$ cat config.mk
export PLATFORM = sky130hd
export DESIGN_NAME = edge_irq_router
export DESIGN_NICKNAME = d
export VERILOG_FILES = /design/src/rtl/eir_pkg.sv /design/src/rtl/eir_route.sv /design/src/rtl/eir_edge.sv /design/src/rtl/eir_regs.sv /design/src/rtl/edge_irq_router.sv
export SDC_FILE = /design/constraint.sdc
export NUM_CORES = 1
export LEC_CHECK = 0
export ABC_AREA = 1
export CORE_MARGIN = 1.5
export CORE_UTILIZATION = 58
export CTS_CLUSTER_DIAMETER = 50
export CTS_CLUSTER_SIZE = 20
export DETAILED_ROUTE_END_ITERATION = 7
export GPL_TIMING_DRIVEN = 0
export PLACE_DENSITY = 0.89
export SYNTH_ARGS = -nofsm -noshare
export SYNTH_HDL_FRONTEND = slang
export SYNTH_SLANG_ARGS = --single-unit
$ cat constraint.sdc
create_clock -name clk -period 3.8 [get_ports clk]
set_clock_uncertainty 0.1 [all_clocks]
set_input_delay 0.76 -clock clk [delete_from_list [all_inputs] [get_ports clk]]
set_output_delay 0.76 -clock clk [all_outputs]
set_load 0.005 [all_outputs]
$ cat src/rtl/eir_pkg.sv
package eir_pkg;
  localparam int ADDR_W = 4;
  localparam logic [ADDR_W-1:0] ADR_RISE = 4'd4;
  localparam logic [ADDR_W-1:0] ADR_FALL = 4'd5;
  localparam logic [ADDR_W-1:0] ADR_IMSK = 4'd6;
  localparam logic [ADDR_W-1:0] ADR_EMSK = 4'd7;
  localparam logic [ADDR_W-1:0] ADR_PEND = 4'd8;
endpackage

$ cat src/rtl/eir_route.sv
module eir_route #(
  parameter int LINES = 16,
  parameter int PORTS = 6,
  parameter int SEL_W = 4
) (
  input  logic [PORTS*LINES-1:0] port_pins,
  input  logic [LINES*SEL_W-1:0] sel_flat,
  output logic [LINES-1:0]       line_in
);
  for (genvar n = 0; n < LINES; n++) begin : g_line
    logic [SEL_W-1:0] sel;
    logic [PORTS-1:0] column;
    logic             pick;

    assign sel = sel_flat[n*SEL_W +: SEL_W];

    for (genvar p = 0; p < PORTS; p++) begin : g_col
      assign column[p] = port_pins[p*LINES+n];
    end

    // A select value past the last port leaves pick low.
    always_comb begin
      pick = 1'b0;
      for (int p = 0; p < PORTS; p++) begin
        if (int'(sel) == p) pick = column[p];
      end
    end

    assign line_in[n] = pick;
  end
endmodule

$ cat src/rtl/eir_edge.sv
module eir_edge #(
  parameter int LINES = 16
) (
  input  logic             clk,
  input  logic             rst,
  input  logic [LINES-1:0] line_in,
  input  logic [LINES-1:0] rise_en,
  input  logic [LINES-1:0] fall_en,
  output logic [LINES-1:0] hit
);
  logic [LINES-1:0] meta_q;
  logic [LINES-1:0] sync_q;
  logic [LINES-1:0] last_q;

  always_ff @(posedge clk) begin
    if (rst) begin
      meta_q <= '0;
      sync_q <= '0;
      last_q <= '0;
    end else begin
      meta_q <= line_in;
      sync_q <= meta_q;
      last_q <= sync_q;
    end
  end

  assign hit = (sync_q & ~last_q & rise_en) | (~sync_q & last_q & fall_en);


  // One register stands between the synchronizer output and the edge history.
  sync_track_chk: assert property (@(posedge clk) disable iff (rst)
    1'b1 |=> (last_q == $past(sync_q)));
endmodule

$ cat src/rtl/eir_regs.sv
module eir_regs
  import eir_pkg::*;
#(
  parameter int LINES = 16,
  parameter int SEL_W = 4
) (
  input  logic                   clk,
  input  logic                   rst,
  input  logic                   bus_wr_en,
  input  logic                   bus_rd_en,
  input  logic [ADDR_W-1:0]      bus_addr,
  input  logic [LINES-1:0]       bus_wdata,
  output logic [LINES-1:0]       bus_rdata,
  input  logic [LINES-1:0]       hit,
  output logic [LINES*SEL_W-1:0] sel_flat,
  output logic [LINES-1:0]       rise_en,
  output logic [LINES-1:0]       fall_en,
  output logic [LINES-1:0]       irq_req,
  output logic [LINES-1:0]       evt_pulse
);
  localparam int FIELDS_PER_WORD = LINES / SEL_W;
  localparam int SEL_WORDS       = LINES / FIELDS_PER_WORD;

  logic [LINES*SEL_W-1:0] sel_q;
  logic [LINES-1:0] rise_q, fall_q, imask_q, emask_q, pend_q;
  logic [LINES-1:0] irq_q, evt_q, rdata_q;
  logic [LINES-1:0] clr_mask, pend_d, imask_d, rd_mux;

  assign clr_mask = (bus_wr_en && bus_addr == ADR_PEND) ? bus_wdata : '0;
  // A fresh edge is ORed in after the clear, so it wins.
  assign pend_d   = (pend_q & ~clr_mask) | hit;
  assign imask_d  = (bus_wr_en && bus_addr == ADR_IMSK) ? bus_wdata : imask_q;

  always_comb begin
    rd_mux = '0;
    for (int w = 0; w < SEL_WORDS; w++) begin
      if (int'(bus_addr) == w) rd_mux = sel_q[w*LINES +: LINES];
    end
    case (bus_addr)
      ADR_RISE: rd_mux = rise_q;
      ADR_FALL: rd_mux = fall_q;
      ADR_IMSK: rd_mux = imask_q;
      ADR_EMSK: rd_mux = emask_q;
      ADR_PEND: rd_mux = pend_q;
      default:  ;
    endcase
  end

  always_ff @(posedge clk) begin
    if (rst) begin
      sel_q   <= '0;
      rise_q  <= '0;
      fall_q  <= '0;
      imask_q <= '0;
      emask_q <= '0;
      pend_q  <= '0;
      irq_q   <= '0;
      evt_q   <= '0;
      rdata_q <= '0;
    end else begin
      for (int w = 0; w < SEL_WORDS; w++) begin
        if (bus_wr_en && int'(bus_addr) == w) sel_q[w*LINES +: LINES] <= bus_wdata;
      end
      if (bus_wr_en && bus_addr == ADR_RISE) rise_q  <= bus_wdata;
      if (bus_wr_en && bus_addr == ADR_FALL) fall_q  <= bus_wdata;
      if (bus_wr_en && bus_addr == ADR_EMSK) emask_q <= bus_wdata;
      imask_q <= imask_d;
      pend_q  <= pend_d;
      irq_q   <= pend_d & imask_d;
      evt_q   <= hit & emask_q;
      if (bus_rd_en) rdata_q <= rd_mux;
    end
  end

  assign sel_flat  = sel_q;
  assign rise_en   = rise_q;
  assign fall_en   = fall_q;
  assign irq_req   = irq_q;
  assign evt_pulse = evt_q;
  assign bus_rdata = rdata_q;


  pend_set_chk: assert property (@(posedge clk) disable iff (rst)
    (|hit) |=> ((pend_q & $past(hit)) == $past(hit)));


  irq_gate_chk: assert property (@(posedge clk) disable iff (rst)
    irq_q == (pend_q & imask_q));


  evt_mask_chk: assert property (@(posedge clk) disable iff (rst)
    1'b1 |=> ((evt_q & ~$past(emask_q)) == '0));


  pend_clear_chk: assert property (@(posedge clk) disable iff (rst)
    (|clr_mask) |=> ((pend_q & $past(clr_mask & ~hit)) == '0));


  reset_state_chk: assert property (@(posedge clk)
    $past(rst) |-> (pend_q == '0 && irq_q == '0 && evt_q == '0));
endmodule

$ cat src/rtl/edge_irq_router.sv
module edge_irq_router
  import eir_pkg::*;
#(
  parameter int NUM_LINES = 16,
  parameter int NUM_PORTS = 6,
  parameter int SEL_W     = 4
) (
  input  logic                       clk,
  input  logic                       rst,
  input  logic [NUM_PORTS*NUM_LINES-1:0] port_pins,
  input  logic                       bus_wr_en,
  input  logic                       bus_rd_en,
  input  logic [ADDR_W-1:0]          bus_addr,
  input  logic [NUM_LINES-1:0]       bus_wdata,
  output logic [NUM_LINES-1:0]       bus_rdata,
  output logic [NUM_LINES-1:0]       irq_req,
  output logic [NUM_LINES-1:0]       evt_pulse
);
  logic [NUM_LINES*SEL_W-1:0] sel_flat;
  logic [NUM_LINES-1:0]       line_in, rise_en, fall_en, hit;

  eir_route #(.LINES(NUM_LINES), .PORTS(NUM_PORTS), .SEL_W(SEL_W)) u_route (
    .port_pins (port_pins),
    .sel_flat  (sel_flat),
    .line_in   (line_in)
  );

  eir_edge #(.LINES(NUM_LINES)) u_edge (
    .clk     (clk),
    .rst     (rst),
    .line_in (line_in),
    .rise_en (rise_en),
    .fall_en (fall_en),
    .hit     (hit)
  );

  eir_regs #(.LINES(NUM_LINES), .SEL_W(SEL_W)) u_regs (
    .clk       (clk),
    .rst       (rst),
    .bus_wr_en (bus_wr_en),
    .bus_rd_en (bus_rd_en),
    .bus_addr  (bus_addr),
    .bus_wdata (bus_wdata),
    .bus_rdata (bus_rdata),
    .hit       (hit),
    .sel_flat  (sel_flat),
    .rise_en   (rise_en),
    .fall_en   (fall_en),
    .irq_req   (irq_req),
    .evt_pulse (evt_pulse)
  );
endmodule

==> run metrics, run 1 <==
Crit Path Class primary input to flip-flop; total setup buffers inserted after CTS 0; Antenna Violating Nets Remaining 0; synth top area cells dfxtp_1, nor2_1, a21oi_1, nand3_1, nand2_1; Die Y 136 um; overflow left after global routing 0; biggest fanout along the worst timing path 10; Sequential cell area 0.00480 sq mm; required time reported for the critical path endpoint 4.15 ns; type of the worst min-delay path flip-flop to flip-flop; internal portion of total power 4060 uW; count of inserted antenna diode cells 0; CP max stage cell clkbuf_1; flip-flop and latch count after synthesis 240; netlist area before placement 0.0103 sq mm; actual slew at the worst max-slew pin 0.830 ns; endpoint arrival time on the critical path 3.18 ns; overall fraction of global-route tracks in use 38.1%; maximum clock insertion buffer count 3; summed negative setup slack over all endpoints 0 ns; relative contribution of the clock network to total power 42.3%; Routed wire per std cell 18.3 um; synth unique cells 17; post-CTS clock slew at the launch and capture registers of the worst setup and hold paths 0.07 ns; initial antenna violation count 0; clock latency at the later pin of the worst-skew pair 0.53 ns; multi-input combinational cell area 0.00446 sq mm; fraction of final layout cells sized beyond drive strength 1 5.47%; hold-fix buffer count after cts 0; final-stage net count 1803; combinational share of power 10.2%; maxcap violations 0; total DRC errors in the routed layout 0; maximum number of pins on one net before global-route repair 19; number of instances resized during post-cts repair 0; Critical Path Max Stage Delay 0.63 ns; detailed router's first-iteration violation count 1157; IO buf count 165; number of fill cells 1396; die area 0.0186 sq mm; relative contribution of sequential cells to total power 47.5%; number of pins with negative max-slew slack in the final report 0; clock buffer count from CTS 22; crit path capture type flip-flop; DRT Wirelength 35.2 mm; setup ws final 0.969 ns; CTS tree done; Avg Synthesized Cell Area 6.89 sq um; vias 11035; CP cell instances clkdlybuf4s50_1 > nor2_2 > clkbuf_1 > nand3_1 > nand2_1 > nor2_1 > nand2_1 > nand3_1 > a21oi_1; Mapped Cells 1494; HPWL after detailed placement 26.1 mm; via count of the first global-routing pass 10466; switching share of power 26.2%; warning count from the yosys run 0; wire length of the first global-routing pass 54.0 mm; level count of the clock H-tree 1; number of vias per cell 5.74; total power per unit cell area 424 mW/mm^2; startpoint types primary input; share of the clock period used by the worst path after layout 74.5%; Yosys top cell area share 46.7%; IO Count 168; run status complete, no violations; net switching component of the power 1440 uW; post-synthesis cell type with the largest combined area dfxtp_1; net count after synthesis 1614; unrepaired setup endpoints after global routing no; Static Leak 0.00500 uW; IR drop worst, VDD 0.351 mV; number of failing setup endpoints in the final timing report 0; share of the yosys chip area belonging to registers 46.7%; Final Wtd Congestion 0.961; x dimension of the die 136 um; number of hold-slack violations in the final timing report 0; number of sinks on the clock net 240; pre-CTS setup slack 0.671 ns; number of cell rows 48; Max-Slew Margin vs Limit 44.6%; core area 0.0173 sq mm; first-pass iteration count of the detailed router 6; time the final worst path needs with I/O delays and setup 2.83 ns; root buffer selected by CTS clkbuf_16; Fmax 353 MHz; P&R area growth vs syn 26.2%; effective utilization at floorplan 59.5%
## per-layer routing
layer | share of wire [%] | vias to the layer above | GRT usage [%]
li1 | - | 5229 | -
met1 | 38 | 4939 | 46.5
met2 | 46 | 703 | 62.5
met3 | 10 | 164 | 7.23
met4 | 5.9 | 0 | 22.7
met5 | 0 | - | 0
## metrics by stage
| step | cell area [sq um] | total power (uW) | instances | util (%) | hold slack [ns] |
|---|---|---|---|---|---|
| 2_1_floorplan | 10300 | 2910 | 1494 | - | 0.288 |
| 6_report | 13000 | 5510 | 1924 | 75.1 | 0.302 |
| 5_1_grt | 13000 | 5640 | 1924 | 75.1 | 0.322 |
| 4_1_cts | 13000 | 5470 | 1924 | 75.1 | 0.302 |
| 3_3_place_gp | 12200 | 3200 | 1884 | 70.7 | 0.290 |
| 3_5_place_dp | 12200 | 3210 | 1884 | 70.7 | 0.293 |
## final timing paths
kind / cells after the start / slack (ns) / start / endpoint
setup / recovery: 9 / 0.97 / bus_addr[0] / u_regs.bus_rdata[14]
hold / removal: 2 / 0.30 / u_edge.meta_q[5] / u_edge.sync_q[5]
hold reg to reg: 2 / 0.30 / u_edge.meta_q[5] / u_edge.sync_q[5]
setup reg to reg: 5 / 2.35 / u_regs.sel_flat[0] / u_edge.meta_q[0]
## cells by family (layout without fill, tap and decap cells)
family	count (synthesis)	count (layout)	synth area share [%]
DFF	240	240	46.7
AOI/OAI and AO/OA	351	351	17.5
and+or+nand+nor	634	634	25.8
buffers and inverters	269	474	10.1
## area by class of cell
type / instances / area share, %
buffer: 80 / 2.51
tap: 225 / 2.17
sequential: 240 / 37.0
timing repair buffer: 165 / 12.7
multi-input combinational: 985 / 34.3
clock inverter: 12 / 1.06
inverter: 189 / 5.46
clock buffer: 28 / 4.81
## power groups by stage
| stage | sequential (uW) | combinational (uW) | clock, uW |
|---|---|---|---|
| 2_1_floorplan | 2660 | 253 | 0 |
| 3_3_place_gp | 2670 | 530 | 0 |
| 3_5_place_dp | 2670 | 539 | 0 |
| 4_1_cts | 2610 | 544 | 2320 |
| 5_1_grt | 2620 | 599 | 2430 |
| 6_report | 2610 | 562 | 2330 |
## cell usage in the layout, fill, tap and decap left out
cell	synthesis	routed
nor2_1	243	243
dfxtp_1	240	240
nand2_1	184	184
clkdlybuf4s50_1	0	165
inv_1	163	163
a21oi_1	160	160
nand3_1	151	151
o21ai_0	101	101
o21ai_1	74	74
clkbuf_1	53	55
nor3_1	48	48
inv_2	26	26
clkbuf_16	0	23
buf_2	21	21
o31ai_1	16	16
buf_1	6	6
nor2_2	3	3
nand2_2	3	3
clkbuf_8	0	3
inv_6	0	3
nor2_4	2	2
clkinvlp_4	0	2
clkinv_8	0	2
clkinv_4	0	2
clkinv_2	0	1
bufinv_16	0	1
inv_8	0	1
## registers in the layout (all words and copies together), names as in the netlist
register	cells
u_regs.sel_flat	64
u_edge.last_q	16
u_edge.meta_q	16
u_edge.sync_q	16
u_regs.bus_rdata	16
u_regs.emask_q	16
u_regs.evt_pulse	16
u_regs.fall_en	16
u_regs.imask_q	16
u_regs.irq_req	16
u_regs.pend_q	16
u_regs.rise_en	16
## Yosys cell counts
cell / n
nor2_1: 243
dfxtp_1: 240
nand2_1: 184
inv_1: 163
a21oi_1: 160
nand3_1: 151
o21ai_0: 101
o21ai_1: 74
clkbuf_1: 53
nor3_1: 48
inv_2: 26
buf_2: 21
o31ai_1: 16
buf_1: 6
nand2_2: 3
nor2_2: 3
nor2_4: 2
## critical path: cells and delay by family
family	cells	cell delay, ns
buf+inv	2	1.18
compound gates	1	0.14
simple gates	6	1.10
No activity file was read; power rests on OpenSTA's default activity.
==> run 2: changes to the inputs <==
--- a/config.mk
+++ b/config.mk
@@ -7,12 +7,12 @@
 export LEC_CHECK = 0
 export ABC_AREA = 1
 export CORE_MARGIN = 1.5
-export CORE_UTILIZATION = 58
+export CORE_UTILIZATION = 54
 export CTS_CLUSTER_DIAMETER = 50
 export CTS_CLUSTER_SIZE = 20
 export DETAILED_ROUTE_END_ITERATION = 7
 export GPL_TIMING_DRIVEN = 0
-export PLACE_DENSITY = 0.89
+export PLACE_DENSITY = 0.84
 export SYNTH_ARGS = -nofsm -noshare
 export SYNTH_HDL_FRONTEND = slang
 export SYNTH_SLANG_ARGS = --single-unit
==> constraint.sdc (replaced) <==
create_clock -name clk -period 2.9 [get_ports clk]
set_clock_uncertainty 0.1 [all_clocks]
set_input_delay 0.58 -clock clk [delete_from_list [all_inputs] [get_ports clk]]
set_output_delay 0.58 -clock clk [all_outputs]
set_load 0.005 [all_outputs]
==> run metrics, run 2 (synthesis gave the netlist of run 1 again) <==
Static Leak 0.00497 uW (-0.57%); number of pins with negative max-slew slack in the final report 0 (unchanged); core area 0.0187 sq mm (+8.1%); maximum number of pins on one net before global-route repair 20 (+1); number of vias per cell 5.56 (-3.1%); launch point of the critical path bus_addr[0]; flip-flop count of the largest register after layout 64 (unchanged); setup ws final 0.274 ns (-0.695 ns); post-CTS clock slew at the launch and capture registers of the worst setup and hold paths 0.08 ns (about the same); number of fill cells 1595 (+14%); count of inserted antenna diode cells 0 (unchanged); Post-Route Hold Slack 0.297 ns (-0.00571 ns); Layout Cell Area excl Fill 0.0129 sq mm (-0.42%); multi-input combinational cell area 0.00446 sq mm (unchanged); die area 0.0199 sq mm (+7.2%); total DRC errors in the routed layout 0 (unchanged); total power per unit cell area 540 mW/mm^2 (+27%); DRT Wirelength 33.4 mm (-5.0%); required time reported for the critical path endpoint 3.23 ns (-0.92 ns); Crit Path Class primary input to flip-flop; run status complete, no violations; fraction of final layout cells sized beyond drive strength 1 5.26% (-0.22 points); CTS tree done; IO Count 168 (unchanged); pre-CTS setup slack -0.0774 ns (-0.748 ns); number of hold-slack violations in the final timing report 0 (unchanged); time the final worst path needs with I/O delays and setup 2.63 ns; number of instances resized during post-cts repair 0 (unchanged); most used cells in the layout excluding fill and tap cells nor2_1, dfxtp_1, nand2_1; level count of the clock H-tree 1 (unchanged); final-stage net count 1801 (-0.11%); share of the clock period used by the worst path after layout 90.5%; most common cell after layout, fill and taps aside nor2_1; Sequential cell area 0.00480 sq mm (unchanged); Max-Slew Margin vs Limit 46.1% (+1.5 points); Final Wtd Congestion 0.949 (-1.3%); hold-fix buffer count after cts 0 (unchanged); number of sinks on the clock net 240 (unchanged); number of cell rows 50 (+4.2%); clock buffer count from CTS 20 (-9.1%); startpoint types primary input; P&R area growth vs syn 25.6%; initial antenna violation count 0 (unchanged); Antenna Violating Nets Remaining 0 (unchanged); overflow left after global routing 0 (unchanged); IO buf count 165 (unchanged); x dimension of the die 141 um (+3.6%); startpoint of the most critical register-to-register path u_regs.sel_flat[8]; HPWL after detailed placement 25.7 mm (-1.2%); Routed wire per std cell 17.4 um (-5.2%); first-pass iteration count of the detailed router 6 (unchanged); via count of the first global-routing pass 9988 (-4.6%); vias 10710 (-2.9%); wire length of the first global-routing pass 52.1 mm (-3.6%); crit path capture type flip-flop; detailed router's first-iteration violation count 938 (-19%); type of the worst min-delay path flip-flop to flip-flop; Placement Cell Area 0.0122 sq mm (about the same); IR drop worst, VDD 0.462 mV (+32%); endpoint arrival time on the critical path 2.96 ns (-0.22 ns); Die Y 141 um (+3.6%); clock latency at the later pin of the worst-skew pair 0.51 ns (-0.02 ns); maxcap violations 0 (unchanged); total setup buffers inserted after CTS 0 (unchanged); Fmax 381 MHz; actual slew at the worst max-slew pin 0.808 ns (-0.0225 ns); overall fraction of global-route tracks in use 33.6% (-4.6 points); number of failing setup endpoints in the final timing report 0 (unchanged); maximum clock insertion buffer count 3 (unchanged); worst hold start u_edge.meta_q[6]; unrepaired setup endpoints after global routing no; effective utilization at floorplan 55.0% (-4.5 points); biggest fanout along the worst timing path 10 (unchanged); root buffer selected by CTS clkbuf_16
run 2: changes by cell type in the layout (fill, tap and decap cells not counted), sizes merged:
| cell | before | now |
|---|---|---|
| clkbuf | 81 | 77 |
| clkinvlp | 2 | 1 |
| clkinv | 5 | 4 |
run 2: metrics by stage:
stage | setup TNS [ns] | utilization (%) | power, uW | instances
after global placement | -0.349 | 65.4 | 4190 | 1893
final | 0 | 69.2 | 6980 | 1927
after CTS | 0 | 69.2 | 6980 | 1927
after detailed placement | -0.518 | 65.4 | 4200 | 1893
after floorplan | 0 | - | 3820 | 1494
after global routing | 0 | 69.2 | 7180 | 1927
run 2: area by class of cell:
class / count / share of cell area [%]
buffer: 80 / 2.52
clock inverter: 10 / 0.996
sequential: 240 / 37.1
inverter: 189 / 5.48
clock buffer: 24 / 4.38
timing repair buffer: 165 / 12.8
multi-input combinational: 985 / 34.4
tap: 234 / 2.26
run 2: path summary, 6_finish.rpt:
| kind | end | cells past startpoint | slack (ns) |
|---|---|---|---|
| max | u_regs.bus_rdata[14] | 9 | 0.27 |
| min | u_edge.sync_q[6] | 2 | 0.30 |
| max reg2reg | u_edge.meta_q[2] | 5 | 1.53 |
| min reg2reg | u_edge.sync_q[6] | 2 | 0.30 |
run 2: critical path, stage by stage:
cell and delay [ns]:
clkdlybuf4s50_1 0.57, nor2_2 0.43, clkbuf_1 0.66, nand3_1 0.15, nand2_1 0.22, nor2_1 0.06, nand2_1 0.06, nand3_1 0.07
a21oi_1 0.14
run 2: power breakdown:
group	total [uW]	internal, uW	leakage, uW	switching (uW)
Clock	2840	1530	0.000339	1310
Combinational	724	284	0.00268	440
Sequential	3420	3380	0.00195	45.5
run 2: metal layers:
metal | vias up | global-route usage [%] | wire, um
li1 | 5214 | - | -
met1 | 4808 | 42.4 | 13400
met2 | 575 | 55.8 | 15200
met3 | 113 | 4.99 | 3050
met4 | 0 | 17.3 | 1770
met5 | - | 0 | 0
